**src/rtl/aes_rk_pkg.sv**
```systemverilog
package aes_rk_pkg;

  // multiply by x in GF(2^8), modulus 0x11b
  function automatic logic [7:0] gf_dbl(input logic [7:0] b);
    return {b[6:0], 1'b0} ^ (b[7] ? 8'h1b : 8'h00);
  endfunction

  // multiply by a 4-bit constant via doubling chain
  function automatic logic [7:0] gf_mul_k(input logic [7:0] a, input logic [3:0] k);
    logic [7:0] x2, x4, x8;
    x2 = gf_dbl(a);
    x4 = gf_dbl(x2);
    x8 = gf_dbl(x4);
    return (k[0] ? a : 8'h00) ^ (k[1] ? x2 : 8'h00) ^
           (k[2] ? x4 : 8'h00) ^ (k[3] ? x8 : 8'h00);
  endfunction

  typedef enum logic { ST_IDLE, ST_RUN } conv_state_t;

endpackage

```
**src/rtl/rk_col_unmix.sv**
```systemverilog
module rk_col_unmix
  import aes_rk_pkg::*;
(
  input  logic [31:0] col_i,
  output logic [31:0] col_o
);
  localparam int ROWS = 4;

  for (genvar r = 0; r < ROWS; r++) begin : g_row
    localparam int R1I = (r + 1) % ROWS;
    localparam int R2I = (r + 2) % ROWS;
    localparam int R3I = (r + 3) % ROWS;
    assign col_o[8*r +: 8] = gf_mul_k(col_i[8*r   +: 8], 4'he) ^
                             gf_mul_k(col_i[8*R1I +: 8], 4'hb) ^
                             gf_mul_k(col_i[8*R2I +: 8], 4'hd) ^
                             gf_mul_k(col_i[8*R3I +: 8], 4'h9);
  end

endmodule

```
**src/rtl/rk_key_unmix.sv**
```systemverilog
module rk_key_unmix #(
  parameter int KEY_W = 128,
  localparam int COLS = KEY_W / 32
) (
  input  logic [KEY_W-1:0] key_i,
  output logic [KEY_W-1:0] key_o
);

  for (genvar c = 0; c < COLS; c++) begin : g_col
    rk_col_unmix u_col (
      .col_i (key_i[32*c +: 32]),
      .col_o (key_o[32*c +: 32])
    );
  end

endmodule

```
**src/rtl/rk_ctrl.sv**
```systemverilog
module rk_ctrl
  import aes_rk_pkg::*;
#(
  parameter int NR_MAX = 14,
  parameter int ADDR_W = 8,
  localparam int IDX_W = $clog2(NR_MAX + 1),
  localparam int OFS_W = 4
) (
  input  logic              clk,
  input  logic              rst_n,
  input  logic              start_i,
  input  logic [IDX_W-1:0]  nr_i,
  output logic              rd_en_o,
  output logic [ADDR_W-1:0] rd_addr_o,
  output logic              cap_o,
  output logic              cap_inner_o,
  output logic              wr_en_o,
  output logic [ADDR_W-1:0] wr_addr_o,
  output logic              done_o,
  output logic              err_o
);

  conv_state_t      state_q;
  logic [IDX_W-1:0] nr_q;
  logic             rd_en_q;
  logic [IDX_W-1:0] rd_idx_q;   // forward index being read
  logic [IDX_W-1:0] tag_q;      // output index of that read
  logic             cap_q, cap_inner_q, cap_last_q;
  logic [IDX_W-1:0] cap_idx_q;
  logic             wr_en_q, wr_last_q;
  logic [IDX_W-1:0] wr_idx_q;
  logic             done_q, err_q;
  logic             nr_ok;

  assign nr_ok = ((nr_i == IDX_W'(10)) || (nr_i == IDX_W'(12)) ||
                  (nr_i == IDX_W'(14))) && (int'(nr_i) <= NR_MAX);

  always_ff @(posedge clk) begin
    if (!rst_n) begin
      state_q     <= ST_IDLE;
      nr_q        <= '0;
      rd_en_q     <= 1'b0;
      rd_idx_q    <= '0;
      tag_q       <= '0;
      cap_q       <= 1'b0;
      cap_inner_q <= 1'b0;
      cap_last_q  <= 1'b0;
      cap_idx_q   <= '0;
      wr_en_q     <= 1'b0;
      wr_last_q   <= 1'b0;
      wr_idx_q    <= '0;
      done_q      <= 1'b0;
      err_q       <= 1'b0;
    end else begin
      rd_en_q <= 1'b0;
      done_q  <= 1'b0;
      err_q   <= 1'b0;
      unique case (state_q)
        ST_IDLE: begin
          if (start_i) begin
            if (nr_ok) begin
              state_q  <= ST_RUN;
              nr_q     <= nr_i;
              rd_en_q  <= 1'b1;
              rd_idx_q <= nr_i;
              tag_q    <= '0;
            end else begin
              err_q <= 1'b1;
            end
          end
        end
        ST_RUN: begin
          if (rd_en_q && (tag_q != nr_q)) begin
            rd_en_q  <= 1'b1;
            rd_idx_q <= rd_idx_q - 1'b1;
            tag_q    <= tag_q + 1'b1;
          end
          if (wr_en_q && wr_last_q) begin
            done_q  <= 1'b1;
            state_q <= ST_IDLE;
          end
        end
        default: state_q <= ST_IDLE;
      endcase
      // data returns from memory one cycle after the read strobe
      cap_q       <= rd_en_q;
      cap_idx_q   <= tag_q;
      cap_inner_q <= rd_en_q && (tag_q != '0) && (tag_q != nr_q);
      cap_last_q  <= rd_en_q && (tag_q == nr_q);
      // output register stage
      wr_en_q   <= cap_q;
      wr_idx_q  <= cap_idx_q;
      wr_last_q <= cap_q && cap_last_q;
    end
  end

  assign rd_en_o     = rd_en_q;
  assign rd_addr_o   = ADDR_W'({rd_idx_q, {OFS_W{1'b0}}});
  assign cap_o       = cap_q;
  assign cap_inner_o = cap_inner_q;
  assign wr_en_o     = wr_en_q;
  assign wr_addr_o   = ADDR_W'({wr_idx_q, {OFS_W{1'b0}}});
  assign done_o      = done_q;
  assign err_o       = err_q;

  // an error pulse never overlaps any memory traffic
  p_err_quiet_r1: assert property (@(posedge clk) disable iff (!rst_n)
    err_q |-> (!rd_en_q && !cap_q && !wr_en_q && !done_q));

  // consecutive reads walk the forward schedule downwards
  p_rd_desc_r5: assert property (@(posedge clk) disable iff (!rst_n)
    (rd_en_q && $past(rd_en_q)) |-> (rd_idx_q == $past(rd_idx_q) - 1'b1));

  // writes form an unbroken ascending burst
  p_wr_burst_r6: assert property (@(posedge clk) disable iff (!rst_n)
    (wr_en_q && !wr_last_q) |=> (wr_en_q && (wr_idx_q == $past(wr_idx_q) + 1'b1)));

  // done follows the last write and lasts one cycle
  p_done_after_last_r6: assert property (@(posedge clk) disable iff (!rst_n)
    (wr_en_q && wr_last_q) |=> (done_q && !wr_en_q));
  p_done_pulse_r6: assert property (@(posedge clk) disable iff (!rst_n)
    done_q |=> !done_q);

  // a start during a pass leaves the latched count alone
  p_busy_hold_r7: assert property (@(posedge clk) disable iff (!rst_n)
    ((state_q == ST_RUN) && start_i) |=> $stable(nr_q));

endmodule

```
**src/rtl/aes_rk_inverter.sv**
```systemverilog
module aes_rk_inverter #(
  parameter int NR_MAX = 14,
  parameter int ADDR_W = 8,
  parameter int KEY_W  = 128,
  localparam int IDX_W = $clog2(NR_MAX + 1)
) (
  input  logic              clk,
  input  logic              rst_n,
  input  logic              start_i,
  input  logic [IDX_W-1:0]  nr_i,
  output logic              rd_en_o,
  output logic [ADDR_W-1:0] rd_addr_o,
  input  logic [KEY_W-1:0]  rd_data_i,
  output logic              wr_en_o,
  output logic [ADDR_W-1:0] wr_addr_o,
  output logic [KEY_W-1:0]  wr_data_o,
  output logic              done_o,
  output logic              err_o
);

  logic             cap, cap_inner;
  logic [KEY_W-1:0] unmixed;
  logic [KEY_W-1:0] wr_data_q;

  rk_ctrl #(
    .NR_MAX (NR_MAX),
    .ADDR_W (ADDR_W)
  ) u_ctrl (
    .clk         (clk),
    .rst_n       (rst_n),
    .start_i     (start_i),
    .nr_i        (nr_i),
    .rd_en_o     (rd_en_o),
    .rd_addr_o   (rd_addr_o),
    .cap_o       (cap),
    .cap_inner_o (cap_inner),
    .wr_en_o     (wr_en_o),
    .wr_addr_o   (wr_addr_o),
    .done_o      (done_o),
    .err_o       (err_o)
  );

  rk_key_unmix #(
    .KEY_W (KEY_W)
  ) u_unmix (
    .key_i (rd_data_i),
    .key_o (unmixed)
  );

  always_ff @(posedge clk) begin
    if (!rst_n) begin
      wr_data_q <= '0;
    end else if (cap) begin
      wr_data_q <= cap_inner ? unmixed : rd_data_i;
    end
  end

  assign wr_data_o = wr_data_q;

  // the first and last keys pass through untouched
  p_edge_copy_r2: assert property (@(posedge clk) disable iff (!rst_n)
    (cap && !cap_inner) |=> (wr_en_o && (wr_data_o == $past(rd_data_i))));

  // inner keys are the column-unmixed source word
  p_inner_mix_r3: assert property (@(posedge clk) disable iff (!rst_n)
    (cap && cap_inner) |=> (wr_en_o && (wr_data_o == $past(unmixed))));

endmodule

```
**config.mk**
```make
export PLATFORM = sky130hd
export DESIGN_NAME = aes_rk_inverter
export DESIGN_NICKNAME = d
export VERILOG_FILES = /design/src/rtl/aes_rk_pkg.sv /design/src/rtl/rk_col_unmix.sv /design/src/rtl/rk_key_unmix.sv /design/src/rtl/rk_ctrl.sv /design/src/rtl/aes_rk_inverter.sv
export SDC_FILE = /design/constraint.sdc
export NUM_CORES = 1
export LEC_CHECK = 0
export BUFFER_PORTS_ARGS = -buffer_cell sky130_fd_sc_hd__clkbuf_2
export CORE_MARGIN = 3
export CORE_UTILIZATION = 63
export DETAILED_ROUTE_END_ITERATION = 8
export PLACE_DENSITY = 0.88
export SYNTH_ARGS = -nofsm -noshare
export SYNTH_HDL_FRONTEND = slang
export SYNTH_SLANG_ARGS = --single-unit
```
**constraint.sdc**
```tcl
create_clock -name clk -period 3.68 [get_ports clk]
set_input_delay 0.552 -clock clk [delete_from_list [all_inputs] [get_ports clk]]
set_output_delay 0.552 -clock clk [all_outputs]
set_load 0.02 [all_outputs]
```
### After elaboration in Yosys (flattened, before gate mapping)

Index checks and enable logic that the tools add are counted.

| word-level totals | value |
|---|---|
| logic and storage cells | 316 |
| bits of input ports | 135 |
| flip-flop bits (word level) | 157 |
| output and inout bits | 148 |

| operators by class | value |
|---|---|
| add/subtract/negate cells | 2 |
| eq/ne operators | 8 |
| mux-type cells | 65 |
| order comparisons | 1 |
| reductions and logical operators | 14 |
| bitwise gates (word level) | 211 |

Operator list:

| operator | number |
|---|---|
| bitwise XOR 8 bit | 173 |
| bitwise XOR 8 x 5 -> 8 bit | 35 |
| 2-to-1 mux 5 bit | 48 |
| 2-to-1 mux 128 bit | 1 |
| 2-to-1 mux 4 bit | 6 |
| one-hot mux 4 bit (2 select lines) | 2 |
| == test 4 bit (second input constant) | 3 |
| logical AND 1 bit | 7 |
| 2-to-1 mux 1 bit | 6 |
| AND reduction 3 bit | 2 |
| adder 4 x 1 -> 4 bit (second input constant) | 1 |
| == test 4 bit | 1 |
| <= comparator 4 bit (second input constant) | 1 |
| != test 2 bit (second input constant) | 2 |
| != test 4 bit | 1 |
| one-hot mux 1 bit (2 select lines) | 2 |
| nonzero test 4 bit | 1 |
| subtractor 4 x 1 -> 4 bit (second input constant) | 1 |
| NOT 1 bit | 3 |
| OR reduction 3 bit | 1 |
| logical OR 1 bit | 2 |
| != test 2 x 1 -> 1 bit (second input constant) | 1 |
| AND reduction 2 bit | 1 |

### Depth between registers and ports, before layout

Gate-level depths: netlist of run 1.

| depth | value |
|---|---|
| word-level depth | 11 |
| gate-level depth with buffers | 7 |
| depth with buffers taken out | 7 |

### By module

From an unflattened synthesis of run 1, not the netlist that was laid out.

| second synthesis, totals | value |
|---|---|
| cells, all modules | 1,495 |
| area total of the unflattened synthesis | 15,851.5 um^2 |

By module, submodules not included:

| module | cells an instance | times used | sequential area each (um^2) | area an instance (um^2) |
|---|---|---|---|---|
| rk_col_unmix | 198 | 4 | 0.0 | 2,263.4 |
| aes_rk_inverter | 568 | 1 | 2,562.5 | 5,577.8 |
| rk_ctrl | 135 | 1 | 580.6 | 1,219.9 |

### Worst setup path after synthesis of run 1

No wires, ideal clock.

| timing path | value |
|---|---|
| path kind | in2reg |
| from | input rd_data_i[7] |
| to | register wr_data_q[20] (netlist: wr_data_o[20]) |
| path buffers | 1 |
| cell stages on the path | 7 |
| required time | 3,548 ps |
| arrival time | 2,290 ps |
| library setup time | 132 ps |
| setup slack | 1,257 ps |
| cell sequence | buf_4 -> xnor2_4 -> xnor3_4 -> xor2_1 -> xnor3_1 -> mux2i_1 -> a21oi_1 |

| between the ends | value |
|---|---|
| cells in the longest elaborated chain, start to end | 8 |

RTL lines:

| element | RTL line | text |
|---|---|---|
| start, declared | aes_rk_inverter.sv:13 | `input logic [KEY_W-1:0] rd_data_i,` |
| 2-to-1 mux 5 bit | aes_rk_pkg.sv:5 | `return {b[6:0], 1'b0} ^ (b[7] ? 8'h1b : 8'h00);` |
| bitwise XOR 8 x 5 -> 8 bit | aes_rk_pkg.sv:5 |  |
| bitwise XOR 8 bit | - |  |
| bitwise XOR 8 bit | aes_rk_pkg.sv:14 | `return (k[0] ? a : 8'h00) ^ (k[1] ? x2 : 8'h00) ^` |
| bitwise XOR 8 bit | aes_rk_pkg.sv:15 | `(k[2] ? x4 : 8'h00) ^ (k[3] ? x8 : 8'h00);` |
| bitwise XOR 8 bit | rk_col_unmix.sv:14 | `gf_mul_k(col_i[8*R1I +: 8], 4'hb) ^` |
| bitwise XOR 8 bit | rk_col_unmix.sv:15 | `gf_mul_k(col_i[8*R2I +: 8], 4'hd) ^` |
| 2-to-1 mux 128 bit | aes_rk_inverter.sv:54 | `wr_data_q <= cap_inner ? unmixed : rd_data_i;` |
| end signal, assigned | aes_rk_inverter.sv:54 |  |
| end, declared | aes_rk_inverter.sv:23 | `logic [KEY_W-1:0] wr_data_q;` |

Every way passes these cells.
A chain may end at the register's enable or synchronous reset.

### Worst setup path after layout of run 1

| timing path | value |
|---|---|
| from | register u_ctrl.state_q |
| to | register u_ctrl.tag_q[3] |

| between the ends | value |
|---|---|
| cells in the longest elaborated chain, start to end | 3 |
| elaborated cells on any way between the ends | 6 |
| those cells by class | eq/ne (3); mux (1); bitwise (1); reduce/logical (1) |

RTL lines:

| element | RTL line | text |
|---|---|---|
| start, declared | rk_ctrl.sv:23 | `conv_state_t state_q;` |
| start signal, assigned | rk_ctrl.sv:40 | `state_q <= ST_IDLE;` |
| start signal, assigned | rk_ctrl.sv:62 | `state_q <= ST_RUN;` |
| start signal, assigned | rk_ctrl.sv:80 | `state_q <= ST_IDLE;` |
| NOT 1 bit | rk_ctrl.sv:58 | `unique case (state_q)` |
| != test 2 x 1 -> 1 bit (no source line) or != test 2 bit (tied branches) | - |  |
| AND reduction 3 bit (no source line) | - |  |
| end signal, assigned | rk_ctrl.sv:76 | `tag_q <= tag_q + 1'b1;` |
| end, declared | rk_ctrl.sv:27 | `logic [IDX_W-1:0] tag_q;` |

Several ways; a longest one is shown, not always the timed one.

==> results of run 1 <==
## metal layers
| layer | up-vias | share of wire |
|---|---|---|
| met2 | 676 | 0.47 |
| met3 | 125 | 0.087 |
| li1 | 5560 | - |
| met4 | 0 | 0.034 |
| met5 | - | 0 |
| met1 | 5830 | 0.41 |
## power by group through the flow
| stage | registers (mW) | clock network [mW] | logic [mW] |
|---|---|---|---|
| 4_1_cts | 1.74 | 1.73 | 4.33 |
| 3_3_place_gp | 1.78 | 0 | 4.20 |
| 2_1_floorplan | 1.81 | 0 | 3.54 |
| 3_5_place_dp | 1.78 | 0 | 4.28 |
| 6_report | 1.74 | 1.71 | 4.36 |
| 5_1_grt | 1.75 | 1.79 | 4.61 |
## cell type report
cell class	count	share of cell area
Timing Repair Buffer	282	0.0824
Multi-Input combinational cell	1283	0.680
Tap cell	324	0.0231
Clock buffer	18	0.0250
Sequential cell	157	0.179
Inverter	21	0.00449
Clock inverter	14	0.00606
## per-stage QoR
stage          power (mW)  cell area [um^2]  setup slack (ps)  utilization
6_report             7.82             17600              1260        0.714
5_1_grt              8.15             17600              1130        0.714
4_1_cts              7.80             17600              1320        0.714
3_5_place_dp         6.06             17000               897        0.692
3_3_place_gp         5.98             17000               876        0.692
2_1_floorplan        5.35             16000              1260            -
## cells by family (layout without fill, tap and decap cells)
group                      Yosys count  count (layout)
AOI/OAI and AO/OA                  284             284
xor gates and xnor gates           788             788
adders and majority gates            3               3
buffers and inverters              191             335
DFF                                157             157
muxes                              101             101
other                                1               8
and+or+nand+nor                     99              99
## critical path: stages (launching register included)
cell,delay (ps)
dfxtp_1,440
nand2b_1,220
nor4b_2,640
a31oi_1,380
or3_1,500
a21oi_1,170
## final timing paths
check | to | startpoint | cells after the start
worst max register to register | u_ctrl.tag_q[3]$_SDFFE_PN0P_ | u_ctrl.state_q$_SDFF_PN0_ | 5
worst min-delay path | u_ctrl.err_o$_SDFF_PP0_ | start_i | 3
worst max-delay path | u_ctrl.tag_q[3]$_SDFFE_PN0P_ | u_ctrl.state_q$_SDFF_PN0_ | 5
worst min register to register | u_ctrl.wr_idx_q[1]$_SDFF_PN0_ | u_ctrl.cap_idx_q[1]$_SDFF_PN0_ | 1
## flip-flops by register name, summed over array words and instances (netlist names)
register and cells:
u_ctrl.rd_idx_q 4, u_ctrl.nr_q 4, u_ctrl.err_o 1, u_ctrl.cap_idx_q 4, u_ctrl.cap_last_q 1, wr_data_o 128
u_ctrl.wr_en_o 1, u_ctrl.wr_last_q 1, u_ctrl.cap_inner_o 1, u_ctrl.cap_o 1, u_ctrl.tag_q 4, u_ctrl.rd_en_o 1
u_ctrl.state_q 1, u_ctrl.done_o 1, u_ctrl.wr_idx_q 4
## placed cells by master, fill, tap and decap left out, types with 2 or more instances in the layout
master	instances
nand3_1	2
xnor2_2	16
nand2_1	44
xor2_2	4
o21a_1	3
xnor2_1	505
a21oi_1	116
conb_1	8
o221a_2	2
dfxtp_4	2
xnor2_4	3
xor2_4	3
nor2b_1	9
nor2_1	20
o21ai_0	144
inv_1	21
clkinvlp_4	3
and2_1	13
o211a_1	3
nor3_1	2
mux2i_1	101
dfxtp_1	155
xor2_1	134
clkbuf_2	273
a31oi_1	6
ha_1	3
nand2b_1	2
xor3_1	18
clkbuf_16	17
xnor3_2	6
buf_4	8
inv_6	5
xnor3_1	96
o22ai_1	2
xnor3_4	2
clkinv_2	4
o211ai_1	2
==> impl_metrics.json, run 1 <==
{
  "clk_pin_slew_worst_paths_ps": 60,
  "place_congestion": 0.969,
  "slew-limit-headroom": 0.324,
  "synth_most_common_cell": "xnor2_1",
  "gr-usage-met3": 0.0521,
  "cp_max_fo": 13,
  "cts_max_path_buffers": 2,
  "cts_resized": 0,
  "final-max-slew-violation-count": 0,
  "rsz0062_at_grt": "false",
  "combPwrFrac": 0.558,
  "overflow": 0,
  "fin_skew_ps": 22.0,
  "portBuffers": 274,
  "critPathRequiredTime_ps": 4030,
  "num_rows": 57,
  "start_util": 0.649,
  "seqPwrFrac": 0.223,
  "die_y_um": 165,
  "use_met2": 0.539,
  "cap_violations": 0,
  "grt_util_met1": 0.443,
  "synth_common_cells": "xnor2_1, dfxtp_1, o21ai_0",
  "status": "finished, final reports clean",
  "cts_setup_buffers": 0,
  "ys.flop_type": "dfxtp_1",
  "hold_path.class": "in2reg",
  "cts_buffers": 17,
  "synth.area.top_cells": "xnor2_1, dfxtp_1, xnor3_1, xor2_1, mux2i_1",
  "fill_cells": 1817,
  "yosysTopAreaCellShare": 0.277,
  "die-area_um2": 27300,
  "hold_viol_final": 0,
  "critPathArrivalTime_ps": 2770,
  "ys_seq_area_frac": 0.197,
  "yosys_warnings": 0,
  "core_um2": 24600,
  "power_density_nw_per_um2": 445,
  "setup_viol": 0,
  "cts_tree": "done",
  "grt_pass1_vias": 12300,
  "clk_latency_ps": 440,
  "max_freq_mhz": 414,
  "async_reset_ff_frac": 0,
  "cts_hold_buffers": 0,
  "nets": 1900,
  "grt_max_degree": 149,
  "busiest_layer": "met2",
  "synth_top_family_by_area": "XOR/XNOR gates",
  "clkPwrFrac": 0.219,
  "synthXorXnorAreaFrac": 0.558,
  "finalSetupTns_ps": 0,
  "track_usage": 0.332,
  "ff_latch_area_um2": 3150,
  "yosys.area_share.simple": 0.0292,
  "synth_cell_types": 50,
  "end_kind": "flop",
  "ys_seq_elements": 157,
  "worstMarginPinSlew_ps": 1010,
  "synth_area_um2": 16000,
  "dp_hpwl_um": 33900,
  "finalCriticalPeriod_ps": 2420,
  "wl_per_cell_um": 21.9,
  "routed_wl_um": 45900,
  "yosysTopAreaCell": "xnor2_1",
  "dp.cells": 2067,
  "synthMuxAreaShare": 0.0633,
  "synthCells": 1624,
  "drive_gt1_frac": 0.200,
  "rrSetupSlack_ps": 1260,
  "grt_antenna_before_repair": 0,
  "post-route-period-util": 0.657,
  "vdd_ir_drop_max_mv": 0.269,
  "layout.cells.non_filler": 2099,
  "die_x_um": 165,
  "cts_num_sinks": 157,
  "area_delta_synth_final_pct": 10.0,
  "htree_levels": 4,
  "drc": 0,
  "routed_via_density": 5.81,
  "hold_ws_ps": 379,
  "multiInputGateArea_um2": 11900,
  "critPathLaunchType": "flop",
  "drtPass1Iterations": 8,
  "p_leak_nw": 7.40,
  "swShare": 0.370,
  "synth-compound-area-share": 0.0934,
  "critPathKind": "reg2reg",
  "num_vias": 12200,
  "switchingPower_mw": 2.90,
  "ant_nets": 0,
  "cts-root-buf": "clkbuf_16",
  "p_int_mw": 4.92,
  "synth.avg_cell_area_um2": 9.83,
  "grt_first_pass_wirelength_um": 69600,
  "drt-initial-drc-count": 989,
  "synthAdderAreaFrac": 0.00235,
  "num_antenna_cells": 0,
  "synth_edf_count": 0,
  "ios": 283
}
(Power assumes the default switching activity.)
==> inputs of run 2 (changes only) <==
--- a/config.mk
+++ b/config.mk
@@ -7,9 +7,9 @@
 export LEC_CHECK = 0
 export BUFFER_PORTS_ARGS = -buffer_cell sky130_fd_sc_hd__clkbuf_2
 export CORE_MARGIN = 3
-export CORE_UTILIZATION = 63
+export CORE_UTILIZATION = 58
 export DETAILED_ROUTE_END_ITERATION = 8
-export PLACE_DENSITY = 0.88
+export PLACE_DENSITY = 0.82
 export SYNTH_ARGS = -nofsm -noshare
 export SYNTH_HDL_FRONTEND = slang
 export SYNTH_SLANG_ARGS = --single-unit
==> constraint.sdc (replaced) <==
create_clock -name clk -period 2.4 [get_ports clk]
set_input_delay 0.36 -clock clk [delete_from_list [all_inputs] [get_ports clk]]
set_output_delay 0.36 -clock clk [all_outputs]
set_load 0.02 [all_outputs]
==> run 2 against run 1 <==
Against the previous run:
- sequential power increased by 53%
- power rose by 63%
- flip-flop and latch count did not move
- critical path depth increased by 2
- non-clock buffer count grew 117
- global-route usage is 2.3 points lower
- final area increased by 5.9%
- clock skew decreased by 9.6 ps
==> impl_metrics.json, run 2 (synthesis results as in run 1) <==
{
  "dp_hpwl_um": 35300,
  "cts-root-buf": "clkbuf_16",
  "critPathArrivalTime_ps": 2340,
  "swShare": 0.344,
  "start_util": 0.591,
  "grt_first_pass_wirelength_um": 70300,
  "cts_hold_buffers": 0,
  "portBuffers": 274,
  "critPathLaunchType": "input port",
  "cts_setup_buffers": 0,
  "largest_register_ffs": 128,
  "track_usage": 0.309,
  "cp_max_fo": 5,
  "drive_gt1_frac": 0.248,
  "rsz0062_at_grt": "false",
  "num_rows": 60,
  "max_stage_delay_ps": 510,
  "place_congestion": 1.00,
  "p_leak_nw": 8.02,
  "drt-initial-drc-count": 905,
  "num_vias": 12400,
  "routed_via_density": 5.55,
  "cts_max_path_buffers": 2,
  "die_y_um": 172,
  "cap_violations": 0,
  "overflow": 0,
  "area_delta_synth_final_pct": 16.5,
  "cts_resized": 0,
  "max_freq_mhz": 482,
  "post-route-period-util": 0.865,
  "status": "finished, final reports clean",
  "finalPower_mw": 12.8,
  "crit_path_top_delay_cell": "xor3_1",
  "finalCriticalPeriod_ps": 2080,
  "combPwrFrac": 0.547,
  "crit_buf_inv": 1,
  "vdd_ir_drop_max_mv": 0.394,
  "mostFrequentLayoutCells": "xnor2_1, clkbuf_2, dfxtp_1",
  "clkPwrFrac": 0.243,
  "num_antenna_cells": 0,
  "die-area_um2": 29500,
  "drc": 0,
  "grt_antenna_before_repair": 1,
  "power_density_nw_per_um2": 686,
  "grt_pass1_vias": 12300,
  "core_um2": 27000,
  "hold_path.class": "in2reg",
  "worstMarginPinSlew_ps": 972,
  "die_x_um": 172,
  "slew-limit-headroom": 0.351,
  "routed_wl_um": 46200,
  "grt_max_degree": 152,
  "ant_nets": 0,
  "crit_family": "XOR/XNOR gates",
  "clk_latency_ps": 420,
  "hold_viol_final": 0,
  "layout_commonest_cell": "xnor2_1",
  "cts_tree": "done",
  "critPathKind": "in2reg",
  "seqPwrFrac": 0.210,
  "final-max-slew-violation-count": 0,
  "cts_num_sinks": 157,
  "htree_levels": 4,
  "nets": 2017,
  "switchingPower_mw": 4.39,
  "p_int_mw": 8.37,
  "wl_per_cell_um": 20.7,
  "ios": 283,
  "cp_cell_sequence": "clkbuf_2 -> xor3_1 -> xnor2_1 -> xnor2_1 -> xnor3_1 -> mux2i_1 -> a21oi_1",
  "fin_skew_ps": 12.4,
  "critPathRequiredTime_ps": 2670,
  "clk_pin_slew_worst_paths_ps": 70,
  "end_kind": "flop",
  "drtPass1Iterations": 5,
  "hold_ws_ps": 211,
  "cts_buffers": 17,
  "critPathMostFrequentCell": "xnor2_1",
  "setup_viol": 0
}
==> run 2: area by class of cell <==
class | count | area, um^2
fill | 2134 | 8430
tap | 341 | 427
sequential | 157 | 3150
clock inverter | 10 | 186
clock buffer | 21 | 472
multi-input combinational | 1283 | 11900
timing repair buffer | 399 | 2350
inverter | 21 | 78.8
==> run 2: per-stage QoR <==
| step | utilization | setup slack (ps) | setup TNS (ps) | instance area, um^2 | instances |
|---|---|---|---|---|---|
| 2_1_floorplan | - | 169 | 0 | 16000 | 1631 |
| 3_3_place_gp | 0.664 | 39.1 | 0 | 17900 | 2201 |
| 3_5_place_dp | 0.664 | -71.2 | -82.1 | 17900 | 2201 |
| 4_1_cts | 0.688 | 349 | 0 | 18600 | 2232 |
| 5_1_grt | 0.688 | 281 | 0 | 18600 | 2232 |
| 6_report | 0.688 | 324 | 0 | 18600 | 2232 |
==> run 2: layer usage <==
layer | GRT usage | routed length, um
met2 | 0.508 | 21600
met5 | 0 | 0
met3 | 0.0510 | 3770
met4 | 0.0968 | 1200
met1 | 0.421 | 19600
==> run 2: worst paths after layout <==
kind / start / endpoint / slack [ps] / cells past startpoint
setup / recovery: rd_data_i[126] / wr_data_o[125]$_SDFFE_PN0P_ / 320 / 7
hold / removal: start_i / u_ctrl.err_o$_SDFF_PP0_ / 210 / 3
setup reg to reg: u_ctrl.cap_o$_SDFF_PN0_ / wr_data_o[69]$_SDFFE_PN0P_ / 660 / 4
hold reg to reg: u_ctrl.cap_idx_q[1]$_SDFF_PN0_ / u_ctrl.wr_idx_q[1]$_SDFF_PN0_ / 430 / 1
==> run 2: worst reg2reg max path, delay by kind of cell, from the launching register on <==
kind                   cells  cell delay, ps
AND/OR/NAND/NOR            1             140
buffers and inverters      1             720
flip-flops                 1             380
AO/OA/AOI/OAI              2             350
==> run 2: power groups by stage <==
stage	sequential, mW	combinational (mW)	clock [mW]
final	2.67	6.98	3.10
after CTS	2.67	6.95	3.14
after detailed placement	2.73	6.88	0
after global placement	2.73	6.80	0
after global routing	2.68	7.41	3.25
after floorplan	2.78	5.42	0
==> inputs of run 3 (changes only) <==
--- a/config.mk
+++ b/config.mk
@@ -12,4 +12,5 @@
 export PLACE_DENSITY = 0.82
 export SYNTH_ARGS = -nofsm -noshare
 export SYNTH_HDL_FRONTEND = slang
+export SYNTH_HIERARCHICAL = 1
 export SYNTH_SLANG_ARGS = --single-unit
==> run 3 against run 2 <==
Against the previous run:
- first-iteration DRC count increased by 3.0%
- power decreased by 0.40%
- critical endpoint is now wr_data_o[53]$_SDFFE_PN0P_
- worst hold slack got worse by 21 ps
- synthesized area decreased by 0.68%
- worst setup slack improved by 110 ps
- flip-flop and latch count unchanged
- final cell count decreased by 3.9%
- highest routed layer unchanged
- clock-buffer cell count decreased by 4
- largest power group unchanged
- final area decreased by 0.78%
- synthesized cell count decreased by 7.9%
- clock skew increased by 0.62 ps
- routed wire length decreased by 2.5%
==> impl_metrics.json, run 3 <==
{
  "drive_gt1_frac": 0.273,
  "num_antenna_cells": 0,
  "synth.area.top_cells": "xnor2_1, dfxtp_1, xnor3_1, mux2i_1, xor2_1",
  "critPathKind": "in2reg",
  "finish.utilization": 0.698,
  "die_x_um": 171,
  "hold_viol_final": 0,
  "p_int_mw": 8.11,
  "cp_max_fo": 7,
  "cts-root-buf": "clkbuf_16",
  "cts_num_sinks": 157,
  "yosysTopAreaCell": "xnor2_1",
  "synth_most_common_cell": "xnor2_1",
  "nets": 1935,
  "cts_tree": "done",
  "grt_antenna_before_repair": 0,
  "yosysTopAreaCellShare": 0.243,
  "worstMarginPinSlew_ps": 653,
  "htree_levels": 4,
  "grt_max_degree": 65,
  "area_delta_synth_final_pct": 16.4,
  "portBuffers": 274,
  "critPathMostFrequentCell": "xnor2_1",
  "power_density_nw_per_um2": 688,
  "synth_area_um2": 15900,
  "cts_hold_buffers": 0,
  "synth_edf_count": 0,
  "ys_seq_elements": 157,
  "num_vias": 12000,
  "critPathArrivalTime_ps": 2310,
  "synth_common_cells": "xnor2_1, dfxtp_1, a21oi_1",
  "combPwrFrac": 0.566,
  "die-area_um2": 29400,
  "crit_buf_inv": 2,
  "layout.cells.non_filler": 2145,
  "start_util": 0.600,
  "max_freq_mhz": 510,
  "die_y_um": 171,
  "max_stage_delay_ps": 470,
  "mostFrequentLayoutCells": "xnor2_1, clkbuf_2, dfxtp_1",
  "layout_commonest_cell": "xnor2_1",
  "clk_latency_ps": 420,
  "cts_resized": 0,
  "switchingPower_mw": 4.60,
  "crit_family": "XOR/XNOR gates",
  "dp_hpwl_um": 34800,
  "synth_cell_types": 43,
  "dp.cells": 2113,
  "fin_skew_ps": 13.0,
  "p_leak_nw": 8.14,
  "whs_path_depth": 3,
  "synthCells": 1495,
  "ios": 283,
  "track_usage": 0.300,
  "finalSetupTns_ps": 0,
  "cts_setup_buffers": 0,
  "cp_cell_sequence": "clkbuf_2 -> xnor2_2 -> buf_4 -> xnor3_1 -> xnor2_1 -> xnor2_1 -> mux2i_1 -> a21oi_1",
  "finalCriticalPeriod_ps": 1960,
  "routed_wl_um": 45000,
  "path_depth": 8,
  "seqPwrFrac": 0.211,
  "routed_via_density": 5.58,
  "setup_viol": 0,
  "yosys_warnings": 6,
  "drc": 0,
  "drt-initial-drc-count": 932,
  "largest_register_ffs": 128,
  "async_reset_ff_frac": 0,
  "fill_cells": 1981,
  "grt_pass1_vias": 12000,
  "cts_max_path_buffers": 2,
  "overflow": 0,
  "ys_seq_area_frac": 0.198,
  "hold_path.class": "in2reg",
  "reg2regPathDepth": 4,
  "grt_first_pass_wirelength_um": 68000,
  "end_kind": "flop",
  "swShare": 0.362,
  "critPathRequiredTime_ps": 2750,
  "drtPass1Iterations": 5,
  "ys.flop_type": "dfxtp_1",
  "critPathLaunchType": "input port",
  "ant_nets": 0,
  "crit_path_top_delay_cell": "xnor2_2",
  "vdd_ir_drop_max_mv": 0.456,
  "synth.avg_cell_area_um2": 10.6,
  "wl_per_cell_um": 21.0,
  "status": "finished, final reports clean",
  "cts_buffers": 17,
  "clk_pin_slew_worst_paths_ps": 70,
  "rsz0062_at_grt": "false",
  "core_um2": 26400,
  "finalWorstSetupSlack_ps": 438,
  "pre_cts_slack_ps": 21.5,
  "place_congestion": 0.996,
  "clkPwrFrac": 0.223,
  "final-max-slew-violation-count": 0,
  "cap_violations": 0,
  "num_rows": 59,
  "post-route-period-util": 0.818,
  "slew-limit-headroom": 0.563
}
[run 3: cell types whose count changed after synthesis, moves of 13 or more]
cell,before,now
buf_12,0,13
o21ai_0,144,104
a21oi_1,116,138
xnor2_1,505,440
nand2_1,44,15
o21ai_1,0,26
xor2_1,134,118
clkbuf_1,88,37
xnor2_2,16,32
inv_1,21,8
mux2i_1,101,129
[run 3: power groups by stage]
stage	sequential, mW	combinational (mW)	clock (mW)
floorplan	2.78	5.50	0
global placement	2.74	6.95	0
detailed placement	2.74	7.02	0
CTS	2.68	7.10	2.88
global route	2.69	7.57	2.98
finish	2.68	7.19	2.83
[run 3: final cells by class]
cell class                      count  area (um^2)  share of cell area
Multi-Input combinational cell   1212        11900               0.643
Sequential cell                   157         3150               0.171
Timing Repair Buffer              401         2400               0.130
Clock buffer                       17          425              0.0231
Tap cell                          335          419              0.0227
Clock inverter                     15          160             0.00868
Inverter                            8         30.0             0.00163
[run 3: worst reg2reg max path, stage by stage, from the launching register on]
cell and delay, ps:
dfxtp_1 500, xor2_2 170, o41ai_4 670, o211ai_1 160, a21oi_1 180
[run 3: per-layer routing]
metal,share of wire,track usage
met4,0.026,0.0885
met3,0.067,0.0531
met1,0.43,0.405
met5,0,0
met2,0.47,0.498
[run 3: path summary, 6_finish.rpt]
path                                       start                       endpoint  slack [ps]
setup / recovery                   rd_data_i[63]     wr_data_o[53]$_SDFFE_PN0P_         440
hold / removal                           nr_i[2]    u_ctrl/nr_q[2]$_SDFFE_PN0P_         190
setup reg to reg    u_ctrl/tag_q[2]$_SDFFE_PN0P_   u_ctrl/tag_q[2]$_SDFFE_PN0P_         640
hold reg to reg   u_ctrl/cap_idx_q[0]$_SDFF_PN0_  u_ctrl/wr_idx_q[0]$_SDFF_PN0_         440
[run 3: through the flow]
step | power, mW | area [um^2] | hold WS (ps)
floorplan | 8.28 | 15900 | 412
global placement | 9.69 | 17900 | 417
detailed placement | 9.76 | 17900 | 422
CTS | 12.7 | 18500 | 162
global route | 13.2 | 18500 | 175
finish | 12.7 | 18500 | 190
[run 3: cell families (layout without fill, tap and decap cells)]
| group | count (synthesis) | after routing | share of synthesized area |
|---|---|---|---|
| multiplexers | 129 | 129 | 0.0815 |
| flip-flops | 157 | 157 | 0.198 |
| XOR/XNOR | 740 | 740 | 0.555 |
| AO/OA/AOI/OAI | 275 | 275 | 0.0894 |
| AND/OR/NAND/NOR | 57 | 57 | 0.0185 |
| other | 1 | 8 | 0.000237 |
| buffers and inverters | 133 | 441 | 0.0547 |
| adder cells (fa/ha/maj) | 3 | 3 | 0.00237 |
